`config.mk`:
```
export PLATFORM = sky130hd
export DESIGN_NAME = lcode_monitor
export DESIGN_NICKNAME = d
export VERILOG_FILES = /design/src/rtl/lcode_pkg.sv /design/src/rtl/lcode_sat_counter.sv /design/src/rtl/lcode_run_tracker.sv /design/src/rtl/lcode_disp_window.sv /design/src/rtl/lcode_monitor.sv
export SDC_FILE = /design/constraint.sdc
export NUM_CORES = 1
export LEC_CHECK = 0
export BUFFER_PORTS_ARGS = -buffer_cell sky130_fd_sc_hd__buf_4
export CAP_MARGIN = 5
export CORE_ASPECT_RATIO = 1.25
export CORE_MARGIN = 2
export CORE_UTILIZATION = 30
export DETAILED_ROUTE_END_ITERATION = 16
export PLACE_DENSITY = 0.55
export SETUP_SLACK_MARGIN = 0.05
export SLEW_MARGIN = 0
export SYNTH_ARGS = -nofsm -noshare
export SYNTH_HDL_FRONTEND = slang
export SYNTH_SLANG_ARGS = --single-unit
```
`constraint.sdc`:
```
create_clock -name clk -period 33.9 [get_ports clk]
set_clock_uncertainty 0.15 [all_clocks]
set_input_delay 5.085 -clock clk [delete_from_list [all_inputs] [get_ports clk]]
set_output_delay 5.085 -clock clk [all_outputs]
set_load 0.02 [all_outputs]
```
`src/rtl/lcode_pkg.sv`:
```
// Shared types for the line-code monitor.
package lcode_pkg;
    // Per-symbol outcome of the two line rules
    typedef struct packed {
        logic run_bad;
        logic disp_bad;
    } viol_t;
endpackage

```
`src/rtl/lcode_sat_counter.sv`:
```
// Saturating up-counter.
// Assumes: inc is a single-cycle qualifier; count holds at all ones.
module lcode_sat_counter #(
    parameter int W = 16
) (
    input  logic         clk,
    input  logic         rst_n,
    input  logic         inc,
    output logic [W-1:0] count
);
    localparam logic [W-1:0] TOP = '1;

    // Count up on inc, stop at TOP
    always_ff @(posedge clk) begin
        if (!rst_n)
            count <= '0;
        else if (inc && count != TOP)
            count <= count + 1'b1;
    end
endmodule

```
`src/rtl/lcode_run_tracker.sv`:
```
// Tracks the run of identical bits through the stream, bit 0 first.
// Flags a symbol when any run inside it (including one continued from the
// previous symbol) exceeds MAX_RUN. The counter saturates at 2**CNT_W-1.
// Assumes: MAX_RUN < 2**CNT_W-1 so saturation never hides a violation.
module lcode_run_tracker #(
    parameter int SYM_W   = 10,
    parameter int MAX_RUN = 5,
    parameter int CNT_W   = 4
) (
    input  logic             clk,
    input  logic             rst_n,
    input  logic             vld,
    input  logic [SYM_W-1:0] sym,
    output logic [CNT_W-1:0] run_len,
    output logic             hit
);
    localparam logic [CNT_W-1:0] SAT = '1;
    localparam logic [CNT_W-1:0] LIM = CNT_W'(MAX_RUN);

    logic             last_q;
    logic             last_n;
    logic [CNT_W-1:0] len_n;

    // Walk the symbol bit by bit, extending or restarting the run
    always_comb begin
        len_n  = run_len;
        last_n = last_q;
        hit    = 1'b0;
        for (int i = 0; i < SYM_W; i++) begin
            if (len_n != '0 && sym[i] == last_n) begin
                if (len_n != SAT)
                    len_n = len_n + 1'b1;
            end else begin
                len_n = CNT_W'(1);
            end
            last_n = sym[i];
            if (len_n > LIM)
                hit = 1'b1;
        end
    end

    // Keep run state across symbols and idle cycles
    always_ff @(posedge clk) begin
        if (!rst_n) begin
            run_len <= '0;
            last_q  <= 1'b0;
        end else if (vld) begin
            run_len <= len_n;
            last_q  <= last_n;
        end
    end
endmodule

```
`src/rtl/lcode_disp_window.sv`:
```
// Computes ones-minus-zeros over the current symbol plus the previous one.
// The previous symbol's part counts only once one was accepted since reset
// or clear; a clear in the same cycle as a symbol drops the old one.
// Assumes: DW bits hold +/- 2*SYM_W.
module lcode_disp_window #(
    parameter int SYM_W = 10,
    parameter int DW    = 6
) (
    input  logic                 clk,
    input  logic                 rst_n,
    input  logic                 vld,
    input  logic                 clr,
    input  logic [SYM_W-1:0]     sym,
    output logic signed [DW-1:0] win,
    output logic                 full
);
    localparam logic signed [DW-1:0] ONE = 1;

    logic signed [DW-1:0] cur_d;
    logic signed [DW-1:0] prev_q;
    logic                 have_q;

    // Disparity of the incoming symbol alone
    always_comb begin
        cur_d = '0;
        for (int i = 0; i < SYM_W; i++)
            cur_d = sym[i] ? cur_d + ONE : cur_d - ONE;
    end

    // Combine with the stored half of the window when it is valid
    always_comb begin
        full = have_q && !clr;
        win  = full ? cur_d + prev_q : cur_d;
    end

    // Remember the last symbol's disparity and whether it counts
    always_ff @(posedge clk) begin
        if (!rst_n) begin
            prev_q <= '0;
            have_q <= 1'b0;
        end else if (vld) begin
            prev_q <= cur_d;
            have_q <= 1'b1;
        end else if (clr) begin
            have_q <= 1'b0;
        end
    end
endmodule

```
`src/rtl/lcode_monitor.sv`:
```
// Line-code monitor: checks a stream of symbols for DC balance over a
// two-symbol window and for the longest run of identical bits.
// Assumes: one symbol per cycle at most, bit 0 sent first; all outputs are
// registered and reflect the symbol accepted at the previous clock edge.
module lcode_monitor #(
    parameter  int SYM_W    = 10,
    parameter  int MAX_RUN  = 5,
    parameter  int DISP_LIM = 2,
    parameter  int RUN_W    = 4,
    parameter  int CNT_W    = 16,
    localparam int DW       = $clog2(2*SYM_W+1) + 1
) (
    input  logic                 clk,
    input  logic                 rst_n,
    input  logic                 sym_vld,
    input  logic [SYM_W-1:0]     sym_data,
    input  logic                 clr_err,
    output logic                 run_err,
    output logic                 disp_err,
    output logic                 run_err_sticky,
    output logic                 disp_err_sticky,
    output logic [RUN_W-1:0]     run_len,
    output logic signed [DW-1:0] disparity,
    output logic [CNT_W-1:0]     sym_count,
    output logic [CNT_W-1:0]     viol_count
);
    import lcode_pkg::*;

    localparam logic signed [DW-1:0] DLIM = DW'(DISP_LIM);

    logic                 run_hit;
    logic signed [DW-1:0] win;
    logic                 win_full;
    viol_t                viol;

    lcode_run_tracker #(.SYM_W(SYM_W), .MAX_RUN(MAX_RUN), .CNT_W(RUN_W)) u_run (
        .clk(clk), .rst_n(rst_n), .vld(sym_vld), .sym(sym_data),
        .run_len(run_len), .hit(run_hit)
    );

    lcode_disp_window #(.SYM_W(SYM_W), .DW(DW)) u_win (
        .clk(clk), .rst_n(rst_n), .vld(sym_vld), .clr(clr_err), .sym(sym_data),
        .win(win), .full(win_full)
    );

    // Qualify both rule results with the valid strobe
    always_comb begin
        viol.run_bad  = sym_vld && run_hit;
        viol.disp_bad = sym_vld && win_full && (win > DLIM || win < -DLIM);
    end

    // Register per-symbol flags, sticky flags and the reported disparity
    always_ff @(posedge clk) begin
        if (!rst_n) begin
            run_err         <= 1'b0;
            disp_err        <= 1'b0;
            run_err_sticky  <= 1'b0;
            disp_err_sticky <= 1'b0;
            disparity       <= '0;
        end else begin
            run_err         <= viol.run_bad;
            disp_err        <= viol.disp_bad;
            run_err_sticky  <= (run_err_sticky  && !clr_err) || viol.run_bad;
            disp_err_sticky <= (disp_err_sticky && !clr_err) || viol.disp_bad;
            if (sym_vld)
                disparity <= win;
        end
    end

    lcode_sat_counter #(.W(CNT_W)) u_sym_cnt (
        .clk(clk), .rst_n(rst_n), .inc(sym_vld), .count(sym_count)
    );

    lcode_sat_counter #(.W(CNT_W)) u_viol_cnt (
        .clk(clk), .rst_n(rst_n), .inc(viol.run_bad || viol.disp_bad),
        .count(viol_count)
    );
endmodule

```
==> metrics.log <==
INFO  metric run_status = completed
INFO  metric netlist_area = 6090 um2
INFO  metric minimum_setup_slack_among_reg_to_reg_paths = 20.63 ns
INFO  metric worst_case_clock_buffer_depth = 2
INFO  metric arrival = 17.48 ns
INFO  metric finalSetupViolCount = 0
INFO  metric drv_cap = 0
INFO  metric cts_repair_resize_count = 0
INFO  metric final_util = 0.344
INFO  metric whs_path_depth = 1
INFO  metric worstSetupEndpoint = u_viol_cnt.count[13]
INFO  metric clock.fmax = 57.5 MHz
INFO  metric yosys.area.top_type_share = 0.171
INFO  metric critical-path-slowest-cell = or4_1
INFO  metric grt_use_total = 0.135
INFO  metric ys_top_cells_by_area = dfxtp_1, ha_1, xnor2_1
INFO  metric drive_above_1_share = 0.133
INFO  metric synthesis.instances = 753
INFO  metric global_route.overflow_total = 0
INFO  metric mostFrequentLayoutCell = ha_1
INFO  metric postCtsSetupBuffers = 0
INFO  metric holdBufCountCts = 0
INFO  metric final.period_utilization = 0.513
INFO  metric clock-root-buffer = clkbuf_16
INFO  metric gp_congestion = 0.861
INFO  metric synth_cell_type_count = 94
INFO  metric cts_tree = built
INFO  metric cts.sinks = 52
INFO  metric final_design_area_no_fill = 6900 um2
INFO  metric placement_rows = a little under 60
INFO  metric async_reset_ff_frac = 0
INFO  metric dieWidth = ~130 um
INFO  metric floorplan_die_height = ~160 um
INFO  metric cts-buffers-inserted = 5
INFO  metric seq_area_frac_synth = 0.171
INFO  metric worst-path-max-fanout = 22
INFO  metric hpwl = ~12 mm
INFO  metric layout.nets = 877
INFO  metric detailroute.via_count = 5421
INFO  metric critical_path.reg2reg.endpoint = u_viol_cnt.count[13]
INFO  metric synth-main-ff-cell = dfxtp_1
INFO  metric ys_ff_latch = 52
INFO  metric critical_path_class = input pin to register
INFO  metric numPlacedInstances = 1057
INFO  metric antenna_found_initial = 0
INFO  metric unrepaired_setup_endpoints_after_global_routing = no
INFO  metric num_io_pins = 60
INFO  metric grt_start_max_net_pins = 64
INFO  metric cts_htree_levels = 2
INFO  metric synth.net_count = 836
INFO  metric worstPathRequired = roughly 34 ns
INFO  metric drt-wirelength-per-cell = 14.0 um
INFO  metric hp-class = register to register
INFO  metric dpl_cell_area = 6760 um2
INFO  metric worst_path_most_repeated_cell = ha_1
INFO  metric hold-worst-slack = between 0.3 and 0.4 ns
INFO  metric grt_first_pass_wirelength = 24.6 mm
INFO  metric input_output_buffers = 58
INFO  metric crit_path_end_kind = register
INFO  metric max_stage_delay = 0.51 ns
INFO  metric drc_violations_left = 0
INFO  metric synth-edff-count = 0
INFO  metric power_density = 87.6 nW/um2
INFO  metric report.final.hold_viol_count = 0
INFO  metric layout_min_cycle_time = roughly 17 ns
INFO  metric slew_at_the_pin_closest_to_its_max_slew_limit = 0.843 ns
INFO  metric flow.area_growth_from_synthesis = 13.3%
INFO  metric finalMaxSlewViolations = 0
INFO  metric final_cell_mix = ha_1, buf_4, nand2_1, inv_1, dfxtp_1
INFO  metric avgViaCountPerCell = a little over 5
INFO  metric first_global_vias = between 5000 and 6000
INFO  metric worst_setup_hold_path_clk_slew = 0.07 ns
INFO  metric core_ar = 20000 um2
INFO  metric relSlewSlack = 0.431
INFO  metric ir_worst_vdd = ~0.000081 V
INFO  metric cellLeakagePower = 2.89 nW
INFO  metric clock_insertion_delay_worst_skew = ~0.29 ns
INFO  metric synthDominantAreaCellType = dfxtp_1
INFO  metric ant_cells = 0
INFO  metric die-area = 21500 um2
INFO  metric instances_no_fill = ~1100
INFO  metric r2r-start = u_run.run_len[0]
INFO  metric routed_wirelength = between 10 and 15 mm
INFO  metric r2r.worst_path.cells = 55
INFO  metric number_of_nets_with_antenna_violations_after_detailed_routing = 0
INFO  metric initial_core_util = 0.304
INFO  metric worstSetupStartpointType = input pin
INFO  metric fin_tns_setup = 0 ns
INFO  metric ys.warnings.count = 0
INFO  metric first_pass_iters = 4
INFO  metric drt-initial-drc-count = 216
INFO  metric postSynthAreaPerCell = 8.09 um2
INFO  metric critPathLaunch = sym_data[0]
-- worst max-delay path, delay by kind of cell --
family	cells	cell delay, ns
AO/OA/AOI/OAI	16	3.72
XOR/XNOR	4	0.65
adder cells (fa/ha/maj)	8	2.38
buffers and inverters	8	0.88
multiplexers	2	0.64
AND/OR/NAND/NOR	16	4.11
-- cells in the mapped netlist, types with 14 or more instances --
cell type / number
o21ai_0: 17
xnor2_1: 44
inv_1: 54
nand2b_1: 19
ha_1: 62
dfxtp_1: 52
clkbuf_1: 20
mux2i_1: 23
xor2_1: 17
a21o_1: 17
a21oi_1: 36
nor2_1: 45
nand2_1: 55
and2_1: 23
nand3_1: 27
nor3_1: 14
-- routing by layer --
metal | track usage | wire [um] | up-vias
met5 | 0 | 0 | -
met3 | 0.0158 | 359 | 25
met4 | 0.0395 | 301 | 0
met2 | 0.251 | 7520 | 82
met1 | 0.163 | 6690 | 2516
li1 | - | - | 2798
-- where the power goes --
part	switching, mW	total, mW	internal [mW]
sequential	0.00510	0.0741	0.0690
clock	0.0237	0.0513	0.0276
combinational	0.268	0.479	0.211
-- sequential cells by signal, indices dropped and copies added, names as in the netlist --
register	cells
run_err_sticky	1
disp_err	1
u_win.have_q	1
disparity	5
run_err	1
disp_err_sticky	1
u_win.prev_q	5
u_sym_cnt.count	16
u_run.run_len	4
u_run.last_q	1
u_viol_cnt.count	16
-- stage by stage --
stage	setup slack [ns]	total power, mW
floorplan	17.88	0.468
global placement	16.44	0.556
detailed placement	16.31	0.555
CTS	16.57	0.611
global route	15.24	0.670
finish	16.50	0.605
-- worst min-delay path by stage --
| stage | start | to | slack, ns |
|---|---|---|---|
| finish | disparity[3] | disparity[3] | 0.33 |
| global route | u_viol_cnt.count[6] | u_viol_cnt.count[6] | 0.36 |
| CTS | u_viol_cnt.count[6] | u_viol_cnt.count[6] | 0.34 |
| detailed placement | disparity[3] | disparity[3] | 0.32 |
| global placement | disparity[4] | disparity[4] | 0.32 |
| floorplan | u_win.prev_q[1] | u_win.prev_q[1] | 0.31 |
-- logic make-up (layout without fill, tap and decap cells) --
kind of cell,count (synthesis),in the layout,share of synthesized area
xor gates and xnor gates,62,62,0.0904
buffers and inverters,83,125,0.0557
muxes,26,26,0.0440
adders and majority gates,69,69,0.150
other,1,1,0.000616
and+or+nand+nor,274,274,0.247
DFF,52,52,0.171
AOI/OAI and AO/OA,186,186,0.241
-- cell type report --
cell class / count / area (um2)
clock buffers: 6 / 129
fillers: 2173 / 13100
repair buffers: 61 / 458
multi-input cells: 618 / 4710
flip-flops and latches: 52 / 1040
inverters: 56 / 210
well taps: 270 / 338
clock inverters: 2 / 13.8
No activity file was read; power rests on OpenSTA's default activity.
